<file path="src/rtl/cread_pkg.sv">
package cread_pkg;

    typedef enum logic [2:0] {
        ST_IDLE,
        ST_CMD,
        ST_WLOW,
        ST_WHIGH,
        ST_READ,
        ST_END
    } cread_st_e;

    localparam logic [7:0] CR_ENTER = 8'h5C;
    localparam logic [7:0] CR_EXIT  = 8'h58;

endpackage

</file>
<file path="src/rtl/cread_tick.sv">
module cread_tick #(
    parameter int DIV = 4
) (
    input  logic clk,
    input  logic rst_n,
    input  logic en_i,
    output logic tick_o
);
    localparam int CW = (DIV > 1) ? $clog2(DIV) : 1;
    localparam logic [CW-1:0] LAST = CW'(DIV - 1);

    logic [CW-1:0] cnt_d, cnt_q;

    always_comb begin
        cnt_d = cnt_q;
        if (!en_i || cnt_q == LAST) cnt_d = '0;
        else                        cnt_d = cnt_q + 1'b1;
    end

    always_ff @(posedge clk or negedge rst_n) begin
        if (!rst_n) cnt_q <= '0;
        else        cnt_q <= cnt_d;
    end

    assign tick_o = en_i && (cnt_q == LAST);
endmodule

</file>
<file path="src/rtl/cread_ovr.sv">
module cread_ovr (
    input  logic clk,
    input  logic rst_n,
    input  logic clr_i,
    input  logic vld_i,
    input  logic ack_i,
    input  logic begin_i,
    output logic overrun_o
);
    logic pend_d, pend_q, ovr_d, ovr_q;

    always_comb begin
        pend_d = (pend_q | vld_i) & ~ack_i;
        ovr_d  = ovr_q | (begin_i & pend_q);
        if (clr_i) begin
            pend_d = 1'b0;
            ovr_d  = 1'b0;
        end
    end

    always_ff @(posedge clk or negedge rst_n) begin
        if (!rst_n) begin
            pend_q <= 1'b0;
            ovr_q  <= 1'b0;
        end else begin
            pend_q <= pend_d;
            ovr_q  <= ovr_d;
        end
    end

    assign overrun_o = ovr_q;
endmodule

</file>
<file path="src/rtl/cread_host.sv">
module cread_host
    import cread_pkg::*;
#(
    parameter int DIV    = 4,
    parameter int WORD_W = 24,
    parameter int CMD_W  = 8,
    parameter logic [CMD_W-1:0] ENTER_CODE = CMD_W'(CR_ENTER),
    parameter logic [CMD_W-1:0] EXIT_CODE  = CMD_W'(CR_EXIT)
) (
    input  logic              clk,
    input  logic              rst_n,
    input  logic              start_i,
    input  logic              stop_i,
    input  logic              ack_i,
    input  logic              rdy_dout_i,
    output logic              sclk_o,
    output logic              din_o,
    output logic              cs_n_o,
    output logic [WORD_W-1:0] word_o,
    output logic              word_vld_o,
    output logic              overrun_o
);
    localparam int MAXB  = (WORD_W > CMD_W) ? WORD_W : CMD_W;
    localparam int CNT_W = $clog2(MAXB);
    localparam logic [CNT_W-1:0] CMD_LAST  = CNT_W'(CMD_W - 1);
    localparam logic [CNT_W-1:0] WORD_LAST = CNT_W'(WORD_W - 1);

    typedef struct packed {
        cread_st_e         st;
        logic              csn;
        logic              sclk;
        logic              din;
        logic              stop_pend;
        logic              exit;
        logic              vld;
        logic [CMD_W-1:0]  cmd;
        logic [WORD_W-1:0] sh;
        logic [WORD_W-1:0] word;
        logic [CNT_W-1:0]  cnt;
    } regs_t;

    localparam regs_t RST = '{st: ST_IDLE, csn: 1'b1, sclk: 1'b1, din: 1'b0,
                              stop_pend: 1'b0, exit: 1'b0, vld: 1'b0,
                              cmd: '0, sh: '0, word: '0, cnt: '0};

    regs_t r_d, r_q;
    logic  tick, tick_en, rd_begin, start_ok;

    assign tick_en  = (r_q.st == ST_CMD) || (r_q.st == ST_READ);
    assign start_ok = (r_q.st == ST_IDLE) && start_i;
    assign rd_begin = (r_q.st == ST_WLOW) && !rdy_dout_i && !(r_q.stop_pend || stop_i);

    cread_tick #(.DIV(DIV)) u_tick (
        .clk    (clk),
        .rst_n  (rst_n),
        .en_i   (tick_en),
        .tick_o (tick)
    );

    cread_ovr u_ovr (
        .clk       (clk),
        .rst_n     (rst_n),
        .clr_i     (start_ok),
        .vld_i     (r_q.vld),
        .ack_i     (ack_i),
        .begin_i   (rd_begin),
        .overrun_o (overrun_o)
    );

    always_comb begin
        r_d     = r_q;
        r_d.vld = 1'b0;
        if (r_q.st != ST_IDLE && stop_i) r_d.stop_pend = 1'b1;
        unique case (r_q.st)
            ST_IDLE: begin
                r_d.csn       = 1'b1;
                r_d.sclk      = 1'b1;
                r_d.din       = 1'b0;
                r_d.stop_pend = 1'b0;
                if (start_i) begin
                    r_d.st   = ST_CMD;
                    r_d.csn  = 1'b0;
                    r_d.cmd  = ENTER_CODE;
                    r_d.exit = 1'b0;
                    r_d.cnt  = '0;
                end
            end
            ST_CMD: begin
                if (tick) begin
                    if (r_q.sclk) begin
                        r_d.sclk = 1'b0;
                        r_d.din  = r_q.cmd[CMD_W-1];
                        r_d.cmd  = {r_q.cmd[CMD_W-2:0], 1'b0};
                    end else begin
                        r_d.sclk = 1'b1;
                        r_d.cnt  = r_q.cnt + 1'b1;
                        if (r_q.cnt == CMD_LAST) begin
                            r_d.cnt = '0;
                            r_d.st  = r_q.exit ? ST_END : ST_WLOW;
                        end
                    end
                end
            end
            ST_WLOW: begin
                r_d.din = 1'b0;
                if (!rdy_dout_i) begin
                    r_d.cnt = '0;
                    if (r_d.stop_pend) begin
                        r_d.st   = ST_CMD;
                        r_d.cmd  = EXIT_CODE;
                        r_d.exit = 1'b1;
                    end else begin
                        r_d.st = ST_READ;
                    end
                end
            end
            ST_READ: begin
                r_d.din = 1'b0;
                if (tick) begin
                    if (r_q.sclk) begin
                        r_d.sclk = 1'b0;
                    end else begin
                        r_d.sclk = 1'b1;
                        r_d.sh   = {r_q.sh[WORD_W-2:0], rdy_dout_i};
                        r_d.cnt  = r_q.cnt + 1'b1;
                        if (r_q.cnt == WORD_LAST) begin
                            r_d.cnt  = '0;
                            r_d.word = {r_q.sh[WORD_W-2:0], rdy_dout_i};
                            r_d.vld  = 1'b1;
                            r_d.st   = ST_WHIGH;
                        end
                    end
                end
            end
            ST_WHIGH: begin
                r_d.din = 1'b0;
                if (rdy_dout_i) r_d.st = ST_WLOW;
            end
            ST_END: begin
                r_d.csn  = 1'b1;
                r_d.din  = 1'b0;
                r_d.exit = 1'b0;
                r_d.st   = ST_IDLE;
            end
            default: r_d = RST;
        endcase
    end

    always_ff @(posedge clk or negedge rst_n) begin
        if (!rst_n) r_q <= RST;
        else        r_q <= r_d;
    end

    assign sclk_o     = r_q.sclk;
    assign din_o      = r_q.din;
    assign cs_n_o     = r_q.csn;
    assign word_o     = r_q.word;
    assign word_vld_o = r_q.vld;
endmodule

</file>
<file path="config.mk">
export PLATFORM = sky130hd
export DESIGN_NAME = cread_host
export DESIGN_NICKNAME = d
export VERILOG_FILES = /design/src/rtl/cread_pkg.sv /design/src/rtl/cread_tick.sv /design/src/rtl/cread_ovr.sv /design/src/rtl/cread_host.sv
export SDC_FILE = /design/constraint.sdc
export NUM_CORES = 1
export LEC_CHECK = 0
export ABC_AREA = 1
export ABC_CLOCK_PERIOD_IN_PS = 3000
export CORE_ASPECT_RATIO = 0.7
export CORE_MARGIN = 1.5
export CORE_UTILIZATION = 55
export DETAILED_ROUTE_END_ITERATION = 16
export MAX_ROUTING_LAYER = met4
export PLACE_DENSITY = 0.77
export SLEW_MARGIN = 5
export SYNTH_ARGS = -nofsm -noshare
export SYNTH_HDL_FRONTEND = slang
export SYNTH_SLANG_ARGS = --single-unit
</file>
<file path="constraint.sdc">
create_clock -name clk -period 3 [get_ports clk]
set_input_delay 0.6 -clock clk [delete_from_list [all_inputs] [get_ports clk]]
set_output_delay 0.6 -clock clk [all_outputs]
set_load 0.05 [all_outputs]
</file>
==> flow_summary.yaml, run 1 <==
sta:
  final_hold_viol_count: 0
  skew_ps: 5.95
  slew_viol_final: 0
  period_needed_ps: 2360
  rsz0062_at_grt: "no"
  timing.final.ws_setup_ps: 641
  maxSlewHeadroom_pct: 62.4
  hold_slack_ps: 243
  setup_viol: 0
  worst_slew_pin_slew_ps: 564
  tns_ps: 0
  min_period_over_period_pct: 78.6
  fmax_mhz: 424
grt:
  gr-usage-all-layers_pct: 23.3
  grt_overflow: 0
  grt_pass1_wl_mm: 12.2
  grt_max_degree: 47
  antenna_found_initial: 0
  grt_pass1_vias: 2500
cts:
  cts_num_sinks: 71
  post_cts.repair.setup_buffers: 0
  cts_tree: "yes"
  clk-insertion-delay-late_ps: 340
  cts_root_buffer: "clkbuf_8"
  ctsResizeCount: 0
  htree_levels: 3
  cts.path.max_buffers: 2
  cts_hold_buffers: 0
  cts.reportedPaths.clkPinSlew_ps: 70
  numCtsBuffers: 9
setup_path:
  crit_path_max_fanout: 7
  cp_slowest_stage_delay_ps: 820
  path_delay_family: "buffers and inverters"
  end_kind: "output port"
  crit_buf_inv: 1
  rrSetupSlack_ps: 930
  crit_type: "reg -> out"
  start_kind: "register"
  cp_slowest_cell: "clkdlybuf4s50_1"
  worst_ep_required_time_ps: 2400
  cp.arrival_ps: 1760
  crit_path_cell_trace: "clkdlybuf4s50_1"
detailed_routing:
  dr.pass1.iters: 5
  drc: 0
  dr_total_vias: 2682
  final_antenna_net_count: 0
  post_drt_wl_per_cell_um: 14.4
  vias_per_cell: 5.44
  drt-total-wl_mm: 7.09
  drt-initial-drc-count: 165
final_layout:
  seq_area_mm2: 0.00178
  drive_gt1_share_pct: 13.0
  area_delta_synth_final_pct: 10.3
  fillers: 523
  fin_area_mm2: 0.00392
  multiInputGateArea_mm2: 0.00127
  diodes: 0
  nets: 419
  final_core_util_pct: 62.7
place:
  dpl-instance-area_mm2: 0.00371
  hpwl_mm: 4.75
  place_congestion: 0.972
  pre_cts_slack_ps: 934
  io_buffers: 34
yosys:
  synth_seq_cells: 71
  syn_nets: 410
  syn_area_mm2: 0.00355
  ys_warn_count: 0
  synthDistinctLibCells: 31
  ys_seq_area_share_pct: 50.1
  avgSynthCellArea_um2: 8.84
  synth_cells: 402
floorplanning:
  die_area_mm2: 0.00696
  initial_core_util_pct: 56.9
  num_rows: 24
  die_h_um: 70.2
  ios: 35
  fp.coreArea_mm2: 0.00625
  die_w_um: 99.1
power_and_ir_drop:
  power.density_mw_per_mm2: 838
  peakVddDrop_mv: 0.600
  power.static_leakage_nw: 1.86
worst_hold_path:
  hold_class: "in -> async"
outcome:
  status: "complete, no violations"
run:
  cap_violations: 0
where the power goes:
part	leakage, nW	total (mW)	internal (mW)	switching (mW)
sequential	0.970	1.22	1.09	0.133
clock	0.109	0.828	0.484	0.344
combinational	0.776	1.23	0.334	0.901
total	1.86	3.28	1.91	1.38
path summary, 6_finish.rpt:
check                                   endpoint                      start  depth (start not counted)
hold / removal             word_o[6]$_DFFE_PN0P_                      rst_n                          1
max in group asynchronous     r_q[3]$_DFFE_PN0P_                      rst_n                          2
setup reg to reg             r_q[29]$_DFFE_PN0P_  u_tick.cnt_q[0]$_DFF_PN0_                          9
setup / recovery                          sclk_o         sclk_o$_DFFE_PN1P_                          1
hold reg to reg               cs_n_o$_DFFE_PN1N_         cs_n_o$_DFFE_PN1N_                          2
min in group clk              cs_n_o$_DFFE_PN1N_         cs_n_o$_DFFE_PN1N_                          2
final cells by class:
type                    count  area share [%]
clock buffers              11            3.61
clock inverters             4            1.79
flip-flops and latches     71            45.4
multi-input cells         238            32.3
well taps                  78            2.49
inverters                  55            5.46
repair buffers             36            8.94
cell families (layout without fill, tap and decap cells):
logic type                 count (synthesis)  count (layout)  synth area share (%)
buffers and inverters                     93             106                  14.3
adders and majority gates                  2               2                 0.704
and+or+nand+nor                          149             149                  22.2
DFF                                       71              71                  50.1
AOI/OAI and AO/OA                         87              87                  12.8
registers in the layout, summed over array words and instances (netlist names):
register         count
r_q                 39
sclk_o               1
u_ovr.overrun_o      1
cs_n_o               1
u_tick.cnt_q         2
word_vld_o           1
word_o              24
din_o                1
u_ovr.pend_q         1
worst register-to-register path, cell delays in order, from the launching register on:
cell     delay, ps
dfrtp_1        380
ha_1           180
inv_1           70
nor2_1         310
nor2_4          80
inv_2           70
nand2_4        160
inv_4          430
nand3_1        200
o21ai_1        120
Yosys cell counts:
master / count / share of area, %
nand3b_1: 1 / 0.21
inv_4: 3 / 0.53
buf_6: 6 / 1.9
nor2_4: 3 / 0.95
nor2_1: 17 / 1.8
nor3_1: 1 / 0.14
a21oi_1: 5 / 0.70
inv_1: 47 / 5.0
a21oi_2: 1 / 0.25
nand2_4: 2 / 0.63
and2_1: 1 / 0.18
dfstp_2: 2 / 1.5
o21ai_2: 3 / 0.74
o21ai_1: 33 / 4.6
buf_2: 4 / 0.56
nor2_2: 3 / 0.53
nand2_2: 2 / 0.35
dfrtp_1: 69 / 49
clkbuf_2: 2 / 0.28
nand3_1: 35 / 4.9
or2_2: 1 / 0.18
nand4_1: 7 / 1.2
nand2_8: 1 / 0.56
o21ai_0: 44 / 6.2
inv_2: 5 / 0.53
nand3_4: 3 / 1.5
buf_4: 26 / 5.5
nand2_1: 64 / 6.8
o31ai_1: 1 / 0.21
ha_1: 2 / 0.70
nand3_2: 8 / 2.3
metrics by stage:
stage / cells / power [mW]
after floorplan: 402 / 2.23
after global placement: 478 / 2.41
after detailed placement: 478 / 2.45
after CTS: 493 / 3.28
after global routing: 493 / 3.49
final: 493 / 3.28
routing by layer:
layer | wire length, um | track usage, % | up-vias
met5 | 0 | - | -
met3 | 499 | 6.71 | 10
li1 | - | - | 1307
met2 | 3140 | 32.7 | 98
met1 | 3370 | 33.1 | 1267
met4 | 80 | 6.89 | 0
cells in the final DEF (no fill, tap or decap), types with 3 or more instances in the layout:
cell	Yosys	routed
o21ai_2	3	3
nand3_1	35	35
nand2_1	64	64
inv_1	47	47
inv_4	3	3
inv_2	5	5
dfrtp_1	69	69
nand3_4	3	3
clkbuf_8	0	10
o21ai_1	33	33
nand4_1	7	7
nor2_2	3	3
clkdlybuf4s50_1	0	33
nand3_2	8	8
nor2_4	3	3
a21oi_1	5	5
nor2_1	17	17
o21ai_0	44	44
Note: power is estimated with default switching activity, not from simulation.
==> run 2: changes to the inputs <==
--- a/config.mk
+++ b/config.mk
@@ -6,7 +6,7 @@
 export NUM_CORES = 1
 export LEC_CHECK = 0
 export ABC_AREA = 1
-export ABC_CLOCK_PERIOD_IN_PS = 3000
+export ABC_CLOCK_PERIOD_IN_PS = 2220
 export CORE_ASPECT_RATIO = 0.7
 export CORE_MARGIN = 1.5
 export CORE_UTILIZATION = 55
==> constraint.sdc (replaced) <==
create_clock -name clk -period 2.22 [get_ports clk]
set_input_delay 0.444 -clock clk [delete_from_list [all_inputs] [get_ports clk]]
set_output_delay 0.444 -clock clk [all_outputs]
set_load 0.05 [all_outputs]
==> run 2 against run 1 <==
  * Final area increased by 0.86%
  * Cell count increased by 1.0%
  * Sequential power increased by 33%
  * Global-route usage increased by 0.15 points
  * Die area unchanged
  * Power increased by 33%
  * Non-clock buffer count increased by 4
  * Critical path depth unchanged
==> flow_summary.yaml, run 2 (synthesis gave the netlist of run 1 again) <==
outcome:
  status: "complete, no violations"
detailed_routing:
  drt-total-wl_mm: 7.16
  dr_total_vias: 2639
  drt-initial-drc-count: 243
  dr.pass1.iters: 4
  post_drt_wl_per_cell_um: 14.4
  vias_per_cell: 5.30
  drc: 0
  final_antenna_net_count: 0
floorplanning:
  num_rows: 24
  die_area_mm2: 0.00696
  ios: 35
  die_w_um: 99.1
  die_h_um: 70.2
  initial_core_util_pct: 56.9
  fp.coreArea_mm2: 0.00625
final_layout:
  fillers: 542
  final_common_cell: "dfrtp_1"
  seq_area_mm2: 0.00178
  largest_reg_flops: 39
  layout_common_cells: "69 x dfrtp_1, 64 x nand2_1, 47 x inv_1"
  final_core_util_pct: 63.3
  drive_gt1_share_pct: 14.3
  multiInputGateArea_mm2: 0.00127
  area_delta_synth_final_pct: 11.3
  nets: 423
  diodes: 0
  regMostFlops: "r_q"
cts:
  htree_levels: 3
  cts.reportedPaths.clkPinSlew_ps: 80
  clk-insertion-delay-late_ps: 350
  post_cts.repair.setup_buffers: 0
  cts_tree: "yes"
  ctsResizeCount: 1
  cts_root_buffer: "clkbuf_8"
  numCtsBuffers: 9
  cts.path.max_buffers: 2
  cts_num_sinks: 71
  cts_hold_buffers: 0
place:
  io_buffers: 34
  hpwl_mm: 4.95
  place_congestion: 0.935
sta:
  final_hold_viol_count: 0
  tns_ps: 0
  rsz0062_at_grt: "no"
  skew_ps: 13.9
  min_period_over_period_pct: 95.9
  maxSlewHeadroom_pct: 64.9
  period_needed_ps: 2130
  fmax_mhz: 470
  worst_slew_pin_slew_ps: 524
  setup_viol: 0
  slew_viol_final: 0
setup_path:
  cp.arrival_ps: 1680
  start_kind: "register"
  crit_path_cell_trace: "clkdlybuf4s50_1"
  end_kind: "output port"
  cp_slowest_stage_delay_ps: 800
  crit_path_max_fanout: 2
  worst_ep_required_time_ps: 1780
  crit_type: "reg -> out"
  crit_buf_inv: 1
  path_delay_family: "buffers and inverters"
  cp_slowest_cell: "clkdlybuf4s50_1"
grt:
  grt_pass1_wl_mm: 12.2
  grt_overflow: 0
  grt_max_degree: 47
  grt_pass1_vias: 2559
  gr-usage-all-layers_pct: 23.4
  antenna_found_initial: 0
power_and_ir_drop:
  power.density_mw_per_mm2: 1100
  intPower_mw: 2.47
  power.total_mw: 4.35
  peakVddDrop_mv: 0.782
  pwr-share-seq_pct: 37.1
  p_sw_share_pct: 43.4
  power.static_leakage_nw: 1.87
  power_frac_clock_pct: 24.1
  pwr-share-comb_pct: 38.8
  power.switching_mw: 1.89
run:
  cap_violations: 0
worst_hold_path:
  hold_class: "in -> async"
[run 2: cell count changes in the layout (fill, tap and decap cells not counted), sizes merged]
cell,previous run,this run
inv,55,57
clkinvlp,0,2
bufinv,2,1
clkbuf,11,9
buf,3,7
dlygate4sd2,0,1
clkdlybuf4s50,33,32
[run 2: final timing paths]
check                                     startpoint  depth (start not counted)  slack [ps]                   endpoint
setup / recovery                  cs_n_o$_DFFE_PN1N_                          1          90                     cs_n_o
hold / removal                                 rst_n                          1          70        r_q[57]$_DFFE_PN0P_
setup reg to reg           u_tick.cnt_q[0]$_DFF_PN0_                          9         240        r_q[36]$_DFFE_PN0P_
hold reg to reg            u_tick.cnt_q[0]$_DFF_PN0_                          1         440  u_tick.cnt_q[0]$_DFF_PN0_
max in group asynchronous                      rst_n                          2        1530         cs_n_o$_DFFE_PN1N_
min in group clk           u_tick.cnt_q[0]$_DFF_PN0_                          1         440  u_tick.cnt_q[0]$_DFF_PN0_
[run 2: layout make-up]
type | instances | share of cell area (%)
clock buffers | 9 | 3.13
clock inverters | 7 | 2.03
inverters | 55 | 5.41
multi-input cells | 238 | 32.0
flip-flops and latches | 71 | 45.0
well taps | 78 | 2.47
repair buffers | 40 | 9.91
[run 2: power groups by stage]
stage	registers (mW)	logic, mW	clock network, mW
2_1_floorplan	1.64	1.38	0
3_3_place_gp	1.63	1.63	0
3_5_place_dp	1.64	1.68	0
4_1_cts	1.61	1.68	1.06
5_1_grt	1.64	1.90	1.12
6_report	1.62	1.69	1.05
[run 2: stage by stage]
stage / setup WS [ps] / instance area (um^2) / hold slack, ps / cells
floorplan: 655 / 3550 / 148 / 402
global placement: 366 / 3750 / 418 / 482
global route: 41.9 / 3950 / 90.4 / 498
detailed placement: 271 / 3750 / 432 / 482
CTS: 77.1 / 3950 / 74.9 / 498
finish: 91.9 / 3950 / 67.3 / 498
[run 2: per-layer routing]
layer	GRT usage [%]	vias up	routed length [um]
met5	-	-	0
met4	8.61	0	96
met3	6.31	8	453
met2	33.6	73	3110
met1	32.2	1240	3500
li1	-	1318	-
